**config.mk**
```make
export PLATFORM = sky130hd
export DESIGN_NAME = dmem_wait_ctrl
export DESIGN_NICKNAME = d
export VERILOG_FILES = /design/src/rtl/dmw_pkg.sv /design/src/rtl/dmw_addr_decode.sv /design/src/rtl/dmw_cfg_reg.sv /design/src/rtl/dmw_wait_seq.sv /design/src/rtl/dmem_wait_ctrl.sv
export SDC_FILE = /design/constraint.sdc
export NUM_CORES = 1
export LEC_CHECK = 0
export BUFFER_PORTS_ARGS = -buffer_cell sky130_fd_sc_hd__buf_2
export CAP_MARGIN = 10
export CORE_MARGIN = 8
export CORE_UTILIZATION = 25
export DETAILED_ROUTE_END_ITERATION = 16
export MAX_ROUTING_LAYER = met4
export PLACE_DENSITY = 0.55
export SYNTH_ARGS = -nofsm -noshare
export SYNTH_HDL_FRONTEND = slang
export SYNTH_SLANG_ARGS = --single-unit
```
**constraint.sdc**
```tcl
create_clock -name clk -period 2.4 [get_ports clk]
set_input_delay 0.12 -clock clk [delete_from_list [all_inputs] [get_ports clk]]
set_output_delay 0.12 -clock clk [all_outputs]
set_load 0.02 [all_outputs]
```
**src/rtl/dmw_pkg.sv**
```systemverilog
package dmw_pkg;

    // Region classes produced by the address decoder
    typedef enum logic [1:0] {
        KIND_EXT = 2'd0,
        KIND_INT = 2'd1,
        KIND_RSV = 2'd2,
        KIND_REG = 2'd3
    } kind_e;

endpackage

```
**src/rtl/dmw_addr_decode.sv**
```systemverilog
module dmw_addr_decode
    import dmw_pkg::*;
#(
    parameter int ADDR_W    = 14,
    parameter int NUM_ZONES = 3,
    parameter logic [NUM_ZONES*ADDR_W-1:0] ZONE_BASE = {14'h0800, 14'h0400, 14'h0000},
    parameter logic [ADDR_W-1:0] INT_BASE = 14'h3000,
    parameter logic [ADDR_W-1:0] RSV_BASE = 14'h3800,
    parameter logic [ADDR_W-1:0] REG_BASE = 14'h3C00
) (
    input  logic [ADDR_W-1:0]    addr,
    output kind_e                kind,
    output logic [NUM_ZONES-1:0] zone_hit
);

    // One window comparator per external zone; the last zone ends at the on-chip base
    for (genvar i = 0; i < NUM_ZONES; i++) begin : g_zone
        localparam logic [ADDR_W-1:0] LO = ZONE_BASE[i*ADDR_W +: ADDR_W];
        if (i == NUM_ZONES - 1) begin : g_last
            assign zone_hit[i] = (addr >= LO) && (addr < INT_BASE);
        end else begin : g_mid
            localparam logic [ADDR_W-1:0] HI = ZONE_BASE[(i+1)*ADDR_W +: ADDR_W];
            assign zone_hit[i] = (addr >= LO) && (addr < HI);
        end
    end

    always_comb begin
        if (|zone_hit) begin
            kind = KIND_EXT;
        end else if (addr >= INT_BASE && addr < RSV_BASE) begin
            kind = KIND_INT;
        end else if (addr >= REG_BASE) begin
            kind = KIND_REG;
        end else begin
            kind = KIND_RSV;
        end
    end

endmodule

```
**src/rtl/dmw_cfg_reg.sv**
```systemverilog
module dmw_cfg_reg #(
    parameter int WS_W      = 3,
    parameter int NUM_ZONES = 3,
    parameter int NUM_SPARE = 2,
    parameter int REG_W     = 16
) (
    input  logic                      clk,
    input  logic                      rst_n,
    input  logic                      wr_en,
    input  logic [REG_W-1:0]          wr_data,
    output logic [REG_W-1:0]          rd_data,
    output logic [NUM_ZONES*WS_W-1:0] wait_vec
);

    localparam int FIELD_W = (NUM_ZONES + NUM_SPARE) * WS_W;
    localparam logic [REG_W-1:0] FIELD_MASK = {REG_W{1'b1}} >> (REG_W - FIELD_W);

    typedef struct packed {
        logic [REG_W-1:0] word;
    } cfg_t;

    cfg_t cfg_d, cfg_q;

    always_comb begin
        cfg_d = cfg_q;
        if (wr_en) begin
            cfg_d.word = wr_data & FIELD_MASK;
        end
    end

    // Every field, zone or spare, comes out of reset at its largest count
    always_ff @(posedge clk or negedge rst_n) begin
        if (!rst_n) begin
            cfg_q.word <= FIELD_MASK;
        end else begin
            cfg_q <= cfg_d;
        end
    end

    assign rd_data  = cfg_q.word;
    assign wait_vec = cfg_q.word[NUM_ZONES*WS_W-1:0];

endmodule

```
**src/rtl/dmw_wait_seq.sv**
```systemverilog
module dmw_wait_seq
    import dmw_pkg::*;
#(
    parameter int WS_W      = 3,
    parameter int NUM_ZONES = 3
) (
    input  logic                      clk,
    input  logic                      rst_n,
    input  logic                      req,
    input  logic                      we,
    input  kind_e                     kind,
    input  logic [NUM_ZONES-1:0]      zone_hit,
    input  logic [NUM_ZONES*WS_W-1:0] wait_vec,
    output logic                      busy,
    output logic                      ready,
    output logic [NUM_ZONES-1:0]      zone_sel,
    output logic                      strobe_rd,
    output logic                      strobe_wr
);

    typedef struct packed {
        logic                 busy;
        logic [WS_W-1:0]      cnt;
        logic [NUM_ZONES-1:0] zone;
        logic                 we;
    } seq_t;

    seq_t st_d, st_q;
    logic [WS_W-1:0] zone_wait;

    // Count of the zone hit by the current address (one-hot select, OR-reduced)
    always_comb begin
        zone_wait = '0;
        for (int i = 0; i < NUM_ZONES; i++) begin
            if (zone_hit[i]) begin
                zone_wait = zone_wait | wait_vec[i*WS_W +: WS_W];
            end
        end
    end

    always_comb begin
        st_d      = st_q;
        ready     = 1'b1;
        zone_sel  = '0;
        strobe_rd = 1'b0;
        strobe_wr = 1'b0;
        if (st_q.busy) begin
            // Stretched access: everything comes from the state latched at start
            zone_sel  = st_q.zone;
            strobe_rd = !st_q.we;
            strobe_wr = st_q.we;
            ready     = (st_q.cnt == WS_W'(1));
            st_d.cnt  = st_q.cnt - WS_W'(1);
            if (st_q.cnt == WS_W'(1)) begin
                st_d.busy = 1'b0;
            end
        end else if (req && kind == KIND_EXT) begin
            zone_sel  = zone_hit;
            strobe_rd = !we;
            strobe_wr = we;
            ready     = (zone_wait == '0);
            if (zone_wait != '0) begin
                st_d.busy = 1'b1;
                st_d.cnt  = zone_wait;
                st_d.zone = zone_hit;
                st_d.we   = we;
            end
        end
    end

    always_ff @(posedge clk or negedge rst_n) begin
        if (!rst_n) begin
            st_q <= '0;
        end else begin
            st_q <= st_d;
        end
    end

    assign busy = st_q.busy;

endmodule

```
**src/rtl/dmem_wait_ctrl.sv**
```systemverilog
module dmem_wait_ctrl
    import dmw_pkg::*;
#(
    parameter int ADDR_W    = 14,
    parameter int WS_W      = 3,
    parameter int NUM_ZONES = 3,
    parameter int NUM_SPARE = 2,
    parameter int REG_W     = 16
) (
    input  logic                 clk,
    input  logic                 rst_n,
    input  logic                 acc_req,
    input  logic                 acc_we,
    input  logic [ADDR_W-1:0]    acc_addr,
    input  logic                 cfg_we,
    input  logic [REG_W-1:0]     cfg_wdata,
    output logic [REG_W-1:0]     cfg_rdata,
    output logic [NUM_ZONES-1:0] sel_ext,
    output logic                 sel_int,
    output logic                 sel_rsv,
    output logic                 sel_reg,
    output logic                 ready,
    output logic                 ext_rd,
    output logic                 ext_wr,
    output logic                 rd_zero
);

    kind_e                     kind;
    logic [NUM_ZONES-1:0]      zone_hit;
    logic [NUM_ZONES*WS_W-1:0] wait_vec;
    logic                      busy;
    logic                      fresh;

    dmw_addr_decode #(
        .ADDR_W    (ADDR_W),
        .NUM_ZONES (NUM_ZONES)
    ) u_decode (
        .addr     (acc_addr),
        .kind     (kind),
        .zone_hit (zone_hit)
    );

    dmw_cfg_reg #(
        .WS_W      (WS_W),
        .NUM_ZONES (NUM_ZONES),
        .NUM_SPARE (NUM_SPARE),
        .REG_W     (REG_W)
    ) u_cfg (
        .clk      (clk),
        .rst_n    (rst_n),
        .wr_en    (cfg_we),
        .wr_data  (cfg_wdata),
        .rd_data  (cfg_rdata),
        .wait_vec (wait_vec)
    );

    dmw_wait_seq #(
        .WS_W      (WS_W),
        .NUM_ZONES (NUM_ZONES)
    ) u_seq (
        .clk       (clk),
        .rst_n     (rst_n),
        .req       (acc_req),
        .we        (acc_we),
        .kind      (kind),
        .zone_hit  (zone_hit),
        .wait_vec  (wait_vec),
        .busy      (busy),
        .ready     (ready),
        .zone_sel  (sel_ext),
        .strobe_rd (ext_rd),
        .strobe_wr (ext_wr)
    );

    // Non-external windows answer only to a request that is not inside a stretch
    assign fresh   = acc_req && !busy;
    assign sel_int = fresh && (kind == KIND_INT);
    assign sel_rsv = fresh && (kind == KIND_RSV);
    assign sel_reg = fresh && (kind == KIND_REG);
    assign rd_zero = sel_rsv && !acc_we;

endmodule

```
==> flow_metrics.py, run 1 <==
metrics = {
    "run_status": {
        "outcome": "completed",
    },
    "worst_setup_path": {
        "reg2reg_slack_ps": 180,
        "setup.worst_path.class": "reg -> out",
        "cp.arrival_ps": 2130,
        "critPathCaptureType": "output pin",
        "worstRegToRegCells": 6,
        "cp-startpoint": "u_cfg.rd_data[2]",
        "r2r_start": "u_cfg.rd_data[2]",
        "required_ps": 2280,
        "cp-start-kind": "flip-flop",
        "path_max_fanout": 4,
        "reg2reg_to": "u_seq.st_q[2]",
    },
    "sta": {
        "slew_viol_final": 0,
        "fin_skew_ps": 3.88,
        "setup-tns-final_ps": 0,
        "post-route-min-period_ps": 2250,
        "post-route-period-util_pct": 93.7,
        "rsz0062_at_grt": "no",
        "finalSetupViolations": 0,
        "worst_pin_slew_ps": 532,
        "fmax_ghz": 0.445,
        "maxSlewHeadroom_pct": 64.2,
        "hold_violations": 0,
        "holdWs_ps": 83.0,
    },
    "cells_and_area": {
        "multi_input_area_um2": 648,
        "layout_common_cells": "buf_2 (48), mux2_2 (15), dfstp_2 (15)",
        "finalNonFillerCells": 238,
        "mostFrequentLayoutCell": "buf_2",
        "final_area_um2": 1660,
        "seq_area_um2": 594,
        "num_antenna_cells": 0,
        "drive_gt1_share_pct": 55.4,
        "syn2layout_area_growth_pct": 27.2,
        "fillers": 569,
        "fin_nets": 206,
    },
    "clock_tree": {
        "root_buffer": "clkbuf_8",
        "cts_resized": 0,
        "cts-htree-levels": 1,
        "clockBufferDepth": 2,
        "clkTransAtPathRegs_ps": 90,
        "cts-buffers-inserted": 3,
        "cts_sinks": 23,
        "cts_tree": "yes",
        "clock_latency_ps": 260,
    },
    "die": {
        "chipWidth_um": 88.2,
        "initial_core_util_pct": 25.7,
        "pin_count": 61,
        "rows": 26,
        "core_region_area_um2": 5070,
        "die_h_um": 88.2,
        "dieArea_um2": 7780,
    },
    "yosys": {
        "yosysTopAreaCellShare_pct": 30.3,
        "yosys_warnings": 0,
        "syn_area_um2": 1300,
        "syn-num-nets": 158,
        "synthDistinctLibCells": 38,
        "synth_top_area_cell": "dfstp_2",
        "ys_ff_latch": 23,
        "synth-edff-count": 0,
        "ys.flop_type": "dfstp_2",
        "ys_seq_area_share_pct": 45.6,
        "syn_inst": 121,
        "yosys-top-cells-area": "dfstp_2 (30%), dfrtp_1 (15%), mux2_2 (13%)",
        "async_reset_ff_share_pct": 100,
        "syn_avg_cell_area_um2": 10.8,
    },
    "placement": {
        "dp.cells": 232,
        "place_hpwl_um": 2610,
        "port-buffer-count": 48,
        "gp_congestion": 0.732,
        "postPlaceCellArea_um2": 1590,
    },
    "min_path": {
        "hold_depth": 2,
        "min_to": "u_cfg.rd_data[12]",
        "worstHoldStart": "cfg_wdata[12]",
        "min_path_type": "in -> reg",
    },
    "detailed_routing": {
        "wl_per_cell_um": 13.7,
        "via_per_inst": 4.50,
        "drtPass1Iterations": 4,
        "drc": 0,
        "wl_um": 3270,
        "drt_iter0_markers": 45,
        "via_count": 1071,
        "ant_nets": 0,
    },
    "global_route": {
        "grt_pass1_wl_um": 5420,
        "grt_usage_pct": 8.91,
        "grt_overflow": 0,
        "antenna_found_initial": 0,
        "grt_pass1_vias": 1142,
        "grt_max_degree": 24,
    },
    "power": {
        "peakVddDrop_v": 0.000344,
        "intPower_mw": 0.840,
        "comb_power_share_pct": 38.4,
        "power.share.clock_pct": 17.9,
        "switching_share_pct": 37.5,
        "pwr_density_cell_nw_per_um2": 812,
        "power.leakage_nw": 0.734,
        "switchingPower_mw": 0.505,
        "p_seq_share_pct": 43.7,
    },
    "flow_run": {
        "cap_viol_max_count": 0,
    },
}
-- final cells by class --
| class | instances | area share, % |
|---|---|---|
| timing repair buffer | 51 | 16.0 |
| clock inverter | 1 | 0.302 |
| sequential | 23 | 35.9 |
| clock buffer | 3 | 2.49 |
| multi-input combinational | 86 | 39.1 |
| inverter | 4 | 0.906 |
| tap | 70 | 5.29 |
-- state kept, by name (all words and copies together) (netlist names) --
| register | cells |
|---|---|
| u_seq.busy | 1 |
| u_seq.st_q | 7 |
| u_cfg.rd_data | 15 |
-- repair_timing --
| item | 4_1_cts | 5_1_grt |
|---|---|---|
| setup endpoints to repair | 1 | 0 |
| hold buffers | 1 | 0 |
| setup buffers | 1 | 0 |
| hold endpoints to repair | 8 | 0 |
-- layer usage --
layer	vias to the layer above	GRT usage (%)	routed length, um
met3	0	3.19	205
met2	37	13.2	1400
met5	-	-	0
li1	522	-	-
met4	0	0.922	0
met1	512	11.6	1660
-- critical path, cell delays in order (launching register included) --
cell	delay [ps]
dfstp_2	540
or4b_1	430
a21oi_1	280
nor4_2	130
a211oi_4	240
a21oi_1	60
buf_2	190
-- how the worst max path moves through the flow --
| stage | to |
|---|---|
| floorplan | u_seq.st_q[0] |
| global placement | u_seq.st_q[2] |
| detailed placement | u_seq.st_q[2] |
| CTS | ready |
| global route | ready |
| finish | ready |
-- cells by family (layout without fill, tap and decap cells) --
kind of cell	Yosys count	count (layout)	share of synthesized area [%]
adders and majority gates	2	2	1.92
buffers and inverters	12	59	4.61
AOI/OAI and AO/OA	29	29	14.4
muxes	18	18	16.4
DFF	23	23	45.6
other	1	1	0.288
and+or+nand+nor	35	35	16.0
xor gates and xnor gates	1	1	0.673
-- synthesized netlist by cell type, types with 2 or more instances --
cell type,count
ha_1,2
nand2_1,12
nand2b_1,2
nor3_1,3
dfstp_2,15
o21ai_0,5
a21oi_1,8
buf_2,3
inv_1,4
nor2_1,3
and2_1,2
o21ai_1,6
mux2_2,15
nand4bb_1,2
a21oi_2,2
clkbuf_1,3
mux2_4,3
dfrtp_1,8
or4b_1,3
a21o_1,2
-- through the flow --
stage | worst slack, ps | power [mW] | util (%)
2_1_floorplan | 221 | 0.947 | -
3_3_place_gp | 126 | 1.11 | 31.4
3_5_place_dp | 138 | 1.11 | 31.4
4_1_cts | 139 | 1.36 | 32.6
5_1_grt | 40.7 | 1.45 | 32.6
6_report | 151 | 1.34 | 32.6
-- power groups by stage --
stage	Sequential, mW	Clock (mW)	Combinational, mW
final	0.588	0.241	0.516
after global routing	0.607	0.265	0.579
after CTS	0.588	0.249	0.527
after global placement	0.590	0	0.516
after floorplan	0.589	0	0.358
after detailed placement	0.593	0	0.519
No activity file was read; power rests on OpenSTA's default activity.
==> run 2, diff against run 1 <==
- CELL_PAD_IN_SITES_DETAIL_PLACEMENT: not set -> 1
- CELL_PAD_IN_SITES_GLOBAL_PLACEMENT: not set -> 1
- CORE_UTILIZATION: 25 -> 34
- PLACE_DENSITY: 0.55 -> 0.86
==> flow_metrics.py, run 2 (same netlist as run 1, synthesis figures left out) <==
metrics = {
    "cells_and_area": {
        "fin_nets": 205,
        "largest_reg_flops": 15,
        "num_antenna_cells": 0,
        "fillers": 416,
        "syn2layout_area_growth_pct": 24.8,
        "mostFrequentLayoutCell": "buf_2",
        "layout_common_cells": "buf_2 (48), mux2_2 (15), dfstp_2 (15)",
        "drive_gt1_share_pct": 55.7,
        "final_core_util_pct": 44.4,
    },
    "global_route": {
        "grt_max_degree": 24,
        "grt_pass1_wl_um": 5970,
        "grt_usage_pct": 11.9,
        "grt_overflow": 0,
        "grt_pass1_vias": 1275,
        "antenna_found_initial": 0,
    },
    "die": {
        "rows": 22,
        "pin_count": 61,
        "core_region_area_um2": 3660,
        "chipWidth_um": 77.9,
        "initial_core_util_pct": 35.6,
        "die_h_um": 77.9,
        "dieArea_um2": 6070,
    },
    "sta": {
        "fmax_ghz": 0.452,
        "post-route-min-period_ps": 2210,
        "hold_violations": 0,
        "fin_skew_ps": 3.53,
        "maxSlewHeadroom_pct": 63.5,
        "setup-tns-final_ps": 0,
        "post-route-period-util_pct": 92.2,
        "finalSetupViolations": 0,
        "layout_setup_ws_ps": 186,
        "rsz0062_at_grt": "no",
        "slew_viol_final": 0,
        "worst_pin_slew_ps": 543,
    },
    "worst_setup_path": {
        "setup.worst_path.class": "reg -> out",
        "cp_top_family": "simple AND/OR/NAND/NOR gates",
        "critPathCaptureType": "output pin",
        "worstRegToRegCells": 6,
        "required_ps": 2280,
        "path_cells": "or4b_1 -> a21oi_2 -> nor4_2 -> a211oi_4 -> a21oi_1 -> buf_2",
        "cp.arrival_ps": 2090,
        "cp.buffers_inverters": 1,
        "path_max_fanout": 4,
        "crit_slowest_cell": "dfstp_2",
        "r2r_start": "u_cfg.rd_data[2]",
        "max_stage_delay_ps": 550,
        "reg2reg_to": "u_seq.st_q[3]",
        "cp-start-kind": "flip-flop",
        "reg2reg_slack_ps": 210,
    },
    "placement": {
        "gp_congestion": 0.777,
        "port-buffer-count": 48,
        "place_hpwl_um": 2780,
        "pre_cts_ws_ps": 129,
    },
    "clock_tree": {
        "root_buffer": "clkbuf_8",
        "cts-buffers-inserted": 3,
        "cts_tree": "yes",
        "clock_latency_ps": 260,
        "cts_sinks": 23,
        "clkTransAtPathRegs_ps": 80,
        "clockBufferDepth": 2,
        "cts-htree-levels": 1,
    },
    "min_path": {
        "worstHoldStart": "cfg_wdata[14]",
        "hold_depth": 2,
        "min_path_type": "in -> reg",
        "min_to": "u_cfg.rd_data[14]",
    },
    "power": {
        "peakVddDrop_v": 0.000349,
        "power.leakage_nw": 0.729,
        "pwr_density_cell_nw_per_um2": 834,
    },
    "detailed_routing": {
        "wl_um": 3440,
        "wl_per_cell_um": 16.0,
        "drtPass1Iterations": 2,
        "via_count": 1082,
        "drt_iter0_markers": 27,
        "ant_nets": 0,
        "via_per_inst": 5.03,
        "drc": 0,
    },
    "run_status": {
        "outcome": "completed",
    },
    "flow_run": {
        "cap_viol_max_count": 0,
    },
}
## run 2: cell types whose count changed in the layout (fill, tap and decap cells not counted), sizes merged
cell	delta
buf	-1
## run 2: routing by layer
metal  wire, um  vias to the layer above  GRT usage (%)
met2       1630                       39           19.6
met1       1560                      522           13.7
met3        233                        2           4.03
met4          9                        0           2.78
met5          0                        -              -
li1           -                      519              -
## run 2: worst max path at each step
stage                           startpoint  slack, ps            end  cells past startpoint
final                     u_cfg.rd_data[2]        190          ready                      6
after global routing      u_cfg.rd_data[2]         50          ready                      6
after CTS                 u_cfg.rd_data[2]        120          ready                      6
after detailed placement  u_cfg.rd_data[2]        130  u_seq.st_q[0]                      5
after global placement    u_cfg.rd_data[2]        190  u_seq.st_q[2]                      5
after floorplan           u_cfg.rd_data[2]        220  u_seq.st_q[0]                      5
## run 2: cell type report
type                            instances  area (um^2)  share of cell area [%]
Timing Repair Buffer                   50          258                    15.9
Tap cell                               48         60.1                    3.70
Clock buffer                            3         41.3                    2.54
Inverter                                4         15.0                   0.924
Multi-Input combinational cell         86          652                    40.1
Sequential cell                        23          594                    36.6
Clock inverter                          1         5.00                   0.308
## run 2: repair_timing
item,4_1_cts,5_1_grt
setup buffers,1,0
hold endpoints to repair,8,0
resized for setup,0,1
endpoints found under the setup margin,1,1
pin swaps,1,0
gates cloned,0,0
hold buffers,1,0
## run 2: metrics by stage
step / cell area [um^2] / total power [mW] / hold WS (ps) / instances
after floorplan: 1300 / 0.947 / -176 / 121
after detailed placement: 1560 / 1.12 / 121 / 209
after global routing: 1630 / 1.45 / 78.0 / 215
after CTS: 1620 / 1.37 / 83.9 / 215
after global placement: 1560 / 1.09 / 111 / 209
final: 1630 / 1.36 / 89.8 / 215
## run 2: report_power, final
part | internal [mW] | total [mW] | switching [mW]
clock | 0.116 | 0.235 | 0.120
sequential | 0.493 | 0.592 | 0.0988
combinational | 0.232 | 0.528 | 0.296
==> run 3, diff against run 2 <==
- CORE_ASPECT_RATIO: not set -> 1.4
==> flow_metrics.py, run 3 (same netlist as run 1, synthesis figures left out) <==
metrics = {
    "clock_tree": {
        "cts_resized": 0,
        "cts-htree-levels": 1,
        "clock_latency_ps": 260,
        "cts_sinks": 23,
        "cts_tree": "yes",
        "clockBufferDepth": 2,
        "cts-buffers-inserted": 3,
        "clkTransAtPathRegs_ps": 80,
        "root_buffer": "clkbuf_8",
    },
    "detailed_routing": {
        "wl_um": 3690,
        "wl_per_cell_um": 17.6,
        "via_count": 1111,
        "ant_nets": 0,
        "drc": 0,
        "via_per_inst": 5.32,
        "drt_iter0_markers": 20,
        "drtPass1Iterations": 4,
    },
    "min_path": {
        "min_path_type": "in -> reg",
        "hold_depth": 2,
    },
    "cells_and_area": {
        "num_antenna_cells": 0,
        "drive_gt1_share_pct": 54.5,
        "fin_nets": 205,
        "largest_reg_flops": 15,
        "fillers": 432,
        "mostFrequentLayoutCell": "buf_2",
        "layout_common_cells": "buf_2 (48), mux2_2 (15), dfstp_2 (15)",
        "syn2layout_area_growth_pct": 23.8,
    },
    "sta": {
        "post-route-period-util_pct": 95.4,
        "rsz0062_at_grt": "no",
        "slew_viol_final": 0,
        "fin_skew_ps": 1.40,
        "worst_pin_slew_ps": 582,
        "finalSetupViolations": 0,
        "post-route-min-period_ps": 2290,
        "fmax_ghz": 0.437,
        "setup-tns-final_ps": 0,
        "maxSlewHeadroom_pct": 60.9,
        "layout_setup_ws_ps": 111,
        "hold_violations": 0,
    },
    "die": {
        "pin_count": 61,
        "die_h_um": 89.2,
        "dieArea_um2": 6100,
        "core_region_area_um2": 3680,
        "rows": 26,
        "chipWidth_um": 68.3,
        "initial_core_util_pct": 35.4,
    },
    "worst_setup_path": {
        "path_max_fanout": 4,
        "critPathCaptureType": "output pin",
        "cp-start-kind": "flip-flop",
        "required_ps": 2280,
        "reg2reg_slack_ps": 130,
        "worstRegToRegCells": 6,
        "setup.worst_path.class": "reg -> out",
        "cp.arrival_ps": 2170,
    },
    "global_route": {
        "grt_max_degree": 24,
        "grt_pass1_wl_um": 6190,
        "grt_pass1_vias": 1308,
        "grt_usage_pct": 13.3,
        "grt_overflow": 0,
        "antenna_found_initial": 0,
    },
    "placement": {
        "pre_cts_ws_ps": 110,
        "gp_congestion": 0.769,
        "port-buffer-count": 48,
        "place_hpwl_um": 3010,
    },
    "power": {
        "pwr_density_cell_nw_per_um2": 845,
        "power.leakage_nw": 0.726,
        "peakVddDrop_v": 0.000423,
    },
    "flow_run": {
        "cap_viol_max_count": 0,
    },
    "run_status": {
        "outcome": "completed",
    },
}
## run 3: final timing paths
| path | from | endpoint |
|---|---|---|
| max in group asynchronous | rst_n | u_cfg.rd_data[7] |
| max reg2reg | u_cfg.rd_data[2] | u_seq.st_q[0] |
| min in group asynchronous | rst_n | u_seq.st_q[1] |
| min | cfg_wdata[10] | u_cfg.rd_data[10] |
| max | u_cfg.rd_data[2] | ready |
| min reg2reg | u_seq.st_q[4] | u_seq.st_q[4] |
## run 3: routing by layer
metal | wire length [um] | track usage, %
met5 | 0 | -
met4 | 50 | 4.49
met3 | 185 | 2.89
met2 | 1940 | 22.7
met1 | 1510 | 14.7
## run 3: through the flow
step                      util, %  std cells  power [mW]  area (um^2)  hold slack (ps)
after floorplan                 -        121       0.947         1300             -176
after global placement       42.2        203        1.09         1550              107
after detailed placement     42.2        203        1.13         1550              120
after CTS                    43.9        209        1.38         1610             84.7
after global routing         43.9        209        1.46         1610             76.0
final                        43.9        209        1.36         1610             89.2
## run 3: critical path, stage by stage, from the launching register on
cell and delay (ps):
dfstp_2 540, or4b_1 430, a21oi_1 310, nor4_2 150, a211oi_4 230, a21oi_1 60
buf_2 190
## run 3: layout make-up
type                    instances  area [um^2]  area share (%)
well taps                      42         52.6            3.26
inverters                       4         15.0           0.931
repair buffers                 50          258            16.0
flip-flops and latches         23          594            36.9
multi-input cells              86          648            40.2
clock buffers                   4         45.0            2.79
## run 3: report_power, final
part           internal, mW  total [mW]  switching, mW
Sequential            0.493       0.591         0.0972
Combinational         0.232       0.535          0.302
Clock                 0.118       0.238          0.120
Total                 0.844        1.36          0.519
## run 3: repair_timing
action / 4_1_cts / 5_1_grt
buffers inserted: 1 / 0
hold buffers: 1 / 0
hold endpoints to repair: 8 / 0
endpoints found under the setup margin: 1 / 0
